[src/rtl/capctl_pkg.sv]
`timescale 1ns/1ps
package capctl_pkg;
  // status word bit positions
  localparam int ST_UNLOCKED = 31;
  localparam int ST_ID_BIT   = 30;
  localparam int ST_SYNC     = 29;
  localparam int ST_CTRL_LO  = 16;
  localparam int ST_PHASE    = 2;
  localparam int ST_RAM_DONE = 1;
  localparam int ST_BUS_DONE = 0;

  // command word fields
  localparam int CMD_MASK_LO = 24;
  localparam int CMD_VAL_LO  = 16;
  localparam int CMD_STROBE  = 3;
  localparam int CMD_STEP    = 1;

  // control byte bits
  localparam int CT_BUS_RST = 0;
  localparam int CT_RAM_RST = 1;
  localparam int CT_RAM_OFF = 3;

  localparam int N_SETTLE = 2;

  typedef enum logic [1:0] {
    SID_HUNT  = 2'd0,
    SID_LAP   = 2'd1,
    SID_ARMED = 2'd2,
    SID_OPEN  = 2'd3
  } sid_stage_e;
endpackage

[src/rtl/capctl_serial_id.sv]
`timescale 1ns/1ps
module capctl_serial_id
  import capctl_pkg::*;
#(
  parameter int            IDW        = 57,
  parameter logic [IDW-1:0] ID_VALUE  = '0,
  parameter int            START_POS  = 13,
  parameter int            UNLOCK_LAT = 2
) (
  input  logic clk,
  input  logic rst_n,
  input  logic strobe,
  output logic id_bit,
  output logic at_sync,
  output logic unlocked
);
  localparam int PW = $clog2(IDW);
  localparam int UW = $clog2(UNLOCK_LAT + 1);

  logic [PW-1:0] pos_q;
  sid_stage_e    stage_q;
  logic          ul_busy_q;
  logic [UW-1:0] ul_cnt_q;
  logic          unl_q;
  logic          at_last;

  assign at_last  = (pos_q == PW'(IDW - 1));
  assign id_bit   = ID_VALUE[pos_q];
  assign at_sync  = (pos_q == '0);
  assign unlocked = unl_q;

  always_ff @(posedge clk or negedge rst_n) begin
    if (!rst_n) begin
      pos_q     <= PW'(START_POS);
      stage_q   <= SID_HUNT;
      ul_busy_q <= 1'b0;
      ul_cnt_q  <= '0;
      unl_q     <= 1'b0;
    end else begin
      if (ul_busy_q) begin
        if (ul_cnt_q == UW'(1)) begin
          unl_q     <= 1'b1;
          ul_busy_q <= 1'b0;
        end else begin
          ul_cnt_q <= ul_cnt_q - UW'(1);
        end
      end
      if (strobe) begin
        pos_q <= at_last ? '0 : pos_q + PW'(1);
        case (stage_q)
          SID_HUNT:  if (at_sync) stage_q <= SID_LAP;
          SID_LAP:   if (at_last) stage_q <= SID_ARMED;
          SID_ARMED: begin
            stage_q   <= SID_OPEN;
            ul_busy_q <= 1'b1;
            ul_cnt_q  <= UW'(UNLOCK_LAT);
          end
          default: ;
        endcase
      end
    end
  end


  pos_range_chk: assert property (@(posedge clk) disable iff (!rst_n)
    pos_q < PW'(IDW));


  sync_leave_chk: assert property (@(posedge clk) disable iff (!rst_n)
    (strobe && at_sync) |=> (pos_q == PW'(1)));


  unlock_hold_chk: assert property (@(posedge clk) disable iff (!rst_n)
    unl_q |=> unl_q);
endmodule

[src/rtl/capctl_settle.sv]
`timescale 1ns/1ps
module capctl_settle #(
  parameter int LAT = 6
) (
  input  logic clk,
  input  logic rst_n,
  input  logic hold,
  output logic done
);
  localparam int CW = $clog2(LAT + 1);

  logic          armed_q;
  logic [CW-1:0] cnt_q;
  logic          done_q;

  assign done = done_q;

  always_ff @(posedge clk or negedge rst_n) begin
    if (!rst_n) begin
      armed_q <= 1'b0;
      cnt_q   <= '0;
      done_q  <= 1'b0;
    end else if (hold) begin
      done_q  <= 1'b0;
      armed_q <= 1'b1;
      cnt_q   <= CW'(LAT);
    end else if (armed_q) begin
      if (cnt_q == CW'(1)) begin
        done_q  <= 1'b1;
        armed_q <= 1'b0;
      end else begin
        cnt_q <= cnt_q - CW'(1);
      end
    end
  end


  held_clear_chk: assert property (@(posedge clk) disable iff (!rst_n)
    hold |=> !done_q);
endmodule

[src/rtl/capctl_phase_step.sv]
`timescale 1ns/1ps
module capctl_phase_step #(
  parameter int STEP_LAT = 3
) (
  input  logic clk,
  input  logic rst_n,
  input  logic step,
  input  logic ready,
  output logic toggle
);
  localparam int CW = $clog2(STEP_LAT + 1);

  logic          busy_q;
  logic [CW-1:0] cnt_q;
  logic          tog_q;

  assign toggle = tog_q;

  always_ff @(posedge clk or negedge rst_n) begin
    if (!rst_n) begin
      busy_q <= 1'b0;
      cnt_q  <= '0;
      tog_q  <= 1'b0;
    end else if (busy_q) begin
      if (!ready) begin
        busy_q <= 1'b0;
      end else if (cnt_q == CW'(1)) begin
        tog_q  <= ~tog_q;
        busy_q <= 1'b0;
      end else begin
        cnt_q <= cnt_q - CW'(1);
      end
    end else if (step && ready) begin
      busy_q <= 1'b1;
      cnt_q  <= CW'(STEP_LAT);
    end
  end


  no_stray_toggle_chk: assert property (@(posedge clk) disable iff (!rst_n)
    !busy_q |=> $stable(tog_q));


  idle_when_unready_chk: assert property (@(posedge clk) disable iff (!rst_n)
    !ready |=> !busy_q);
endmodule

[src/rtl/capctl_regs.sv]
`timescale 1ns/1ps
module capctl_regs
  import capctl_pkg::*;
#(
  parameter int             ADDR_W      = 8,
  parameter int             IDW         = 57,
  parameter logic [IDW-1:0] ID_VALUE    = 57'h1_A5C3_E97B_24D1_86,
  parameter int             START_POS   = 13,
  parameter int             UNLOCK_LAT  = 2,
  parameter int             BUS_RST_LAT = 6,
  parameter int             RAM_RST_LAT = 9,
  parameter int             STEP_LAT    = 3
) (
  input  logic              clk,
  input  logic              rst_n,
  input  logic              wr_en,
  input  logic [ADDR_W-1:0] addr,
  input  logic [31:0]       wdata,
  output logic [31:0]       rdata
);
  localparam int IDX_W = ADDR_W - 2;

  logic [IDX_W-1:0] reg_idx;
  logic             sel0;
  logic             wr0;
  logic [7:0]       ctrl_q;
  logic [7:0]       cmd_mask;
  logic [7:0]       cmd_val;
  logic [N_SETTLE-1:0] settle_hold;
  logic [N_SETTLE-1:0] settle_done;
  logic             id_bit, at_sync, unlocked;
  logic             ram_ready;
  logic             phase_tog;
  logic [31:0]      status;
  logic             unused_bits;

  assign reg_idx  = addr[ADDR_W-1:2];
  assign sel0     = (reg_idx == '0);
  assign wr0      = wr_en && sel0;
  assign cmd_mask = wdata[CMD_MASK_LO +: 8];
  assign cmd_val  = wdata[CMD_VAL_LO +: 8];
  assign unused_bits = ^{wdata[15:4], wdata[2], wdata[0], addr[1:0]};

  always_ff @(posedge clk or negedge rst_n) begin
    if (!rst_n) ctrl_q <= '0;
    else if (wr0) ctrl_q <= (ctrl_q & ~cmd_mask) | (cmd_val & cmd_mask);
  end

  capctl_serial_id #(
    .IDW(IDW), .ID_VALUE(ID_VALUE),
    .START_POS(START_POS), .UNLOCK_LAT(UNLOCK_LAT)
  ) u_sid (
    .clk(clk), .rst_n(rst_n),
    .strobe(wr0 && wdata[CMD_STROBE]),
    .id_bit(id_bit), .at_sync(at_sync), .unlocked(unlocked)
  );

  assign settle_hold[0] = ctrl_q[CT_BUS_RST];
  assign settle_hold[1] = ctrl_q[CT_RAM_RST];

  for (genvar g = 0; g < N_SETTLE; g++) begin : g_settle
    localparam int LAT_G = (g == 0) ? BUS_RST_LAT : RAM_RST_LAT;
    capctl_settle #(.LAT(LAT_G)) u_settle (
      .clk(clk), .rst_n(rst_n),
      .hold(settle_hold[g]), .done(settle_done[g])
    );
  end

  assign ram_ready = settle_done[1] && !ctrl_q[CT_RAM_RST] && !ctrl_q[CT_RAM_OFF];

  capctl_phase_step #(.STEP_LAT(STEP_LAT)) u_phase (
    .clk(clk), .rst_n(rst_n),
    .step(wr0 && wdata[CMD_STEP]),
    .ready(ram_ready),
    .toggle(phase_tog)
  );

  always_comb begin
    status = '0;
    status[ST_UNLOCKED]      = unlocked;
    status[ST_ID_BIT]        = id_bit;
    status[ST_SYNC]          = at_sync;
    status[ST_CTRL_LO +: 8]  = ctrl_q;
    status[ST_PHASE]         = phase_tog;
    status[ST_RAM_DONE]      = settle_done[1];
    status[ST_BUS_DONE]      = settle_done[0];
  end

  assign rdata = sel0 ? status : 32'h0;


  regsel_chk: assert property (@(posedge clk) disable iff (!rst_n)
    (wr_en && !sel0) |=> $stable(ctrl_q));


  unmasked_hold_chk: assert property (@(posedge clk) disable iff (!rst_n)
    (wr0 && cmd_mask == 8'h00) |=> $stable(ctrl_q));
endmodule

[config.mk]
export PLATFORM = sky130hd
export DESIGN_NAME = capctl_regs
export DESIGN_NICKNAME = d
export VERILOG_FILES = /design/src/rtl/capctl_pkg.sv /design/src/rtl/capctl_serial_id.sv /design/src/rtl/capctl_settle.sv /design/src/rtl/capctl_phase_step.sv /design/src/rtl/capctl_regs.sv
export SDC_FILE = /design/constraint.sdc
export NUM_CORES = 1
export LEC_CHECK = 0
export ABC_AREA = 0
export CAP_MARGIN = 20
export CORE_MARGIN = 1
export CORE_UTILIZATION = 45
export DETAILED_ROUTE_END_ITERATION = 12
export DONT_BUFFER_PORTS = 1
export GPL_ROUTABILITY_DRIVEN = 1
export GPL_TIMING_DRIVEN = 0
export PLACE_DENSITY = 0.71
export SLEW_MARGIN = 0
export SYNTH_ARGS = -nofsm -noshare
export SYNTH_HDL_FRONTEND = slang
export SYNTH_SLANG_ARGS = --single-unit
[constraint.sdc]
create_clock -name clk -period 2.87 [get_ports clk]
set_input_delay 0.287 -clock clk [delete_from_list [all_inputs] [get_ports clk]]
set_output_delay 0.287 -clock clk [all_outputs]
set_load 0.01 [all_outputs]
==> run summary <==
The worst setup path is captured at an output port. The multi-input combinational cells in the finished layout cover a total of 1140 um^2. The tools report the global router's overall resource usage as 0.174. The number of hold buffers added after CTS was 2.

The gate count after technology mapping was 221; the portion of total power attributed to combinational logic was 0.270. The portion of synthesized cell area occupied by the leading cell type was 0.363; the post-synthesis area per instance was 9.98 um^2. The initial core utilization was 0.467; the maximum net fanout on the critical path was 9.

Port buffering added 0 buffers. The tools report the type of origin of the critical path as a register. The logs give 0.60 ns for the worst reg-to-reg setup slack and 4 for the detailed-routing iteration count for the pre-antenna-repair pass. The worst-case IR drop observed on VDD is 338 uV. The cell area reported after detailed placement was 2350 um^2; the clock latency reported for the late side of the worst-skew pair was 0.28 ns. Internal power comes to 1.04 mW.

The category of the most critical setup path is reg -> out. The logic depth of the worst register-to-register path was 6. The tools report the count of instances resized after the clock tree is built as 0.

Across all layers, the routed design uses 1598 vias. For the power after layout, the log shows 1.49 mW. The number of antenna violations at the first check in global routing is 0. Setup fix buffers added after clock tree synthesis: 0.

The tools report the setup violation total in the final timing report as 0. The area enclosed by the die boundary is 5180 um^2, and the net switching share of the total power is 0.304. Routability-driven placement finished with a final weighted congestion of 0.811.

The site row count came out at 25. In this run the horizontal extent of the chip is 72.0 um. Cell type contributing the most total cell area after synthesis: dfrtp_1.

The flow ran to the end, and the final reports show no timing, DRC or antenna violations. The worst register-to-register path ends at u_sid.stage_q[1]. The clock input transition at the sequential cells of the worst setup and hold paths is 0.07 ns. The async set-or-reset flop fraction in the synthesized netlist is 1.00, and the area used by sequential logic in the layout is 880 um^2. Setup repair after global routing left no endpoint under its margin. Adding up every negative setup slack in the final design gives 0 ns. Headroom to the max-slew limit: 0.531. The final core utilization is 0.526, and the post-route clock period utilization is 0.875.

In this run the worst hold path is classified as in -> reg. The portion of the post-synthesis area used by sequential elements is 0.399, and the remaining antenna violation count is 0. The synthesized design contains 35 register bits.

The synthesized cell area was 2200 um^2. The floorplan step defined a core boundary enclosing 4720 um^2. The total power density per cell area came out at 600 nW/um^2.

Dividing the detail-routed wire length by the instance count gives 13.4 um. The logs give 0 for the final antenna diode count and 2.22 ns for the arrival time at the worst endpoint. Hold path depth: 1.

At the worst endpoint, the required time is 2.58 ns. Counting the buffers created by CTS gives 5. The most used flip-flop cell after synthesis is dfrtp_1.

The highest-delay cell along the critical path was dfstp_2. The portion of total power attributed to sequential cells is 0.450, and the DRC violations left is 0. Across the run, the number of max-cap violations was 0. Deepest clock path buffer count: 2. The clock power share came out at 0.281. TritonCTS built the clock tree. The half-perimeter wire length after detailed placement was 3.16 mm. Ranked by total cell area, the synthesized netlist is headed by dfrtp_1, ha_1, buf_4. From synthesis to final layout, the design area changed by 12.7%. The worst hold path begins at wdata[17]. The distinct cell type count after synthesis was 54.

Fraction of layout instances using a drive strength above 1: 0.186. The number of hold violations in the final report was 0; the number of nets in the final layout was 308. In this run the number of H-tree levels came out at 2.

The cell sitting at the root of the clock tree is a clkbuf_8. The tightest hold path in the finished design has a slack of 0.150 ns. The tools report the first-pass GRT wire length as 6.80 mm.

Startpoint of the most critical register-to-register path: u_sid.pos_q[0]. The final critical path time including I/O delays and setup was 2.51 ns; the highest clock frequency the design can meet was 0.398 GHz. For the pin with the worst max-slew slack, the measured transition is 0.700 ns. For this design the total switching power over the nets is 0.453 mW.

After the first detailed-routing iteration, the DRC count stood at 142. The via count of the first global-routing pass came out at 1421. In this run the static leakage power is 1.18 nW. In this run the count of I/O pins placed on the die edge is 75. The number of enable flip-flop cells after synthesis is 0.

The post-detailed-routing wire length is 4.21 mm. The vertical die dimension was 72.0 um; the maximum number of pins on one net before global-route repair was 36. For the clock skew after layout, the log shows 0.00296 ns. With fillers left out, the area of the finished cells amounts to 2480 um^2.

Walking the worst path, the cells encountered are inv_1, ha_1, mux4_2, a32oi_1, a21boi_0. Fill cells in the final layout number 427. The largest single stage delay on the critical path is 0.63 ns.

The residual overflow from global routing came out at 0. The clock drives 35 sinks. During synthesis, Yosys emitted a total of 0 warnings. The total count of max-transition violations in the final report was 0.

Dividing the detail-routed via count by the number of cells gives 5.09.
-- cell usage after synthesis, types with 2 or more instances --
cell / number
a211o_1: 2
a21oi_1: 5
a31oi_1: 4
and3_1: 12
buf_2: 2
buf_4: 18
clkbuf_1: 7
dfrtp_1: 32
dfstp_2: 3
ha_1: 18
inv_1: 17
mux2_2: 9
mux2i_1: 3
nand2_1: 7
nand2b_1: 3
nand3_1: 13
nand4_1: 2
nor2_1: 12
nor2b_1: 3
nor4_1: 2
o21ai_0: 7
o31ai_1: 2
o41ai_1: 2
or3_1: 3
or3b_2: 2
or4_1: 2
xnor2_1: 2
-- placed cells by master (no fill, tap or decap), types with 2 or more instances in the layout --
cell type  synthesis  layout
dfstp_2            3       3
nand3_1           13      13
nor2_1            12      12
nand4_1            2       2
nand2b_1           3       3
a31oi_1            4       4
o21ai_0            7       7
a211o_1            2       2
ha_1              18      18
nor4_1             2       2
and3_1            12      12
or3b_2             2       2
or3_1              3       3
clkbuf_8           0       5
buf_2              2       2
o31ai_1            2       2
or4_1              2       2
a21oi_1            5       5
dfrtp_1           32      32
mux2_2             9       9
clkbuf_1           7       8
nor2b_1            3       3
inv_1             17      17
o41ai_1            2       2
conb_1             1      18
nand2_1            7       7
mux2i_1            3       3
buf_4             18      18
xnor2_1            2       2
-- power by group through the flow --
stage	Combinational [mW]	Clock [mW]	Sequential [mW]
after CTS	0.409	0.431	0.670
after global placement	0.366	0	0.676
final	0.402	0.419	0.671
after detailed placement	0.393	0	0.678
after floorplan	0.326	0	0.658
after global routing	0.473	0.453	0.689
-- layout make-up --
type | count | share of cell area
clock buffers | 6 | 0.0292
multi-input cells | 158 | 0.460
clock inverters | 1 | 0.0121
inverters | 17 | 0.0257
flip-flops and latches | 35 | 0.354
plain buffers | 28 | 0.0735
repair buffers | 2 | 0.0121
well taps | 67 | 0.0337
-- cell families after synthesis --
| kind of cell | count (synthesis) | share of synthesized area |
|---|---|---|
| simple gates | 68 | 0.172 |
| buf+inv | 45 | 0.112 |
| compound gates | 37 | 0.127 |
| flops | 35 | 0.399 |
| fa+ha+maj | 18 | 0.102 |
| mux | 14 | 0.0749 |
| xor+xnor | 3 | 0.0119 |
| other cells | 1 | 0.00170 |
-- how the worst max path moves through the flow --
stage / to / startpoint / cells after the start
2_1_floorplan: u_sid.stage_q[1] / u_sid.pos_q[0] / 6
3_3_place_gp: rdata[30] / addr[3] / 4
3_5_place_dp: rdata[30] / addr[3] / 4
4_1_cts: rdata[30] / u_sid.pos_q[0] / 5
5_1_grt: rdata[30] / u_sid.pos_q[0] / 5
6_report: rdata[30] / u_sid.pos_q[0] / 5
-- layer usage --
metal,vias up,global-route usage,wire length [um]
met5,-,0,0
met1,750,0.217,1820
met3,6,0.0472,201
met4,0,0.0523,59
li1,796,-,-
met2,46,0.298,2130
-- critical path: cells and delay by family, from the launching register on --
kind                     cells  cell delay, ns
flip-flops                   1            0.63
multiplexers                 1            0.47
adder cells (fa/ha/maj)      1            0.36
AO/OA/AOI/OAI                2            0.32
buffers and inverters        1            0.14
-- per-stage QoR --
stage                     cells  setup WS (ns)
after global placement      305          0.595
after CTS                   314          0.342
final                       314          0.358
after detailed placement    305          0.563
after floorplan             238          0.821
after global routing        314          0.277
Note: power is estimated with default switching activity, not from simulation.
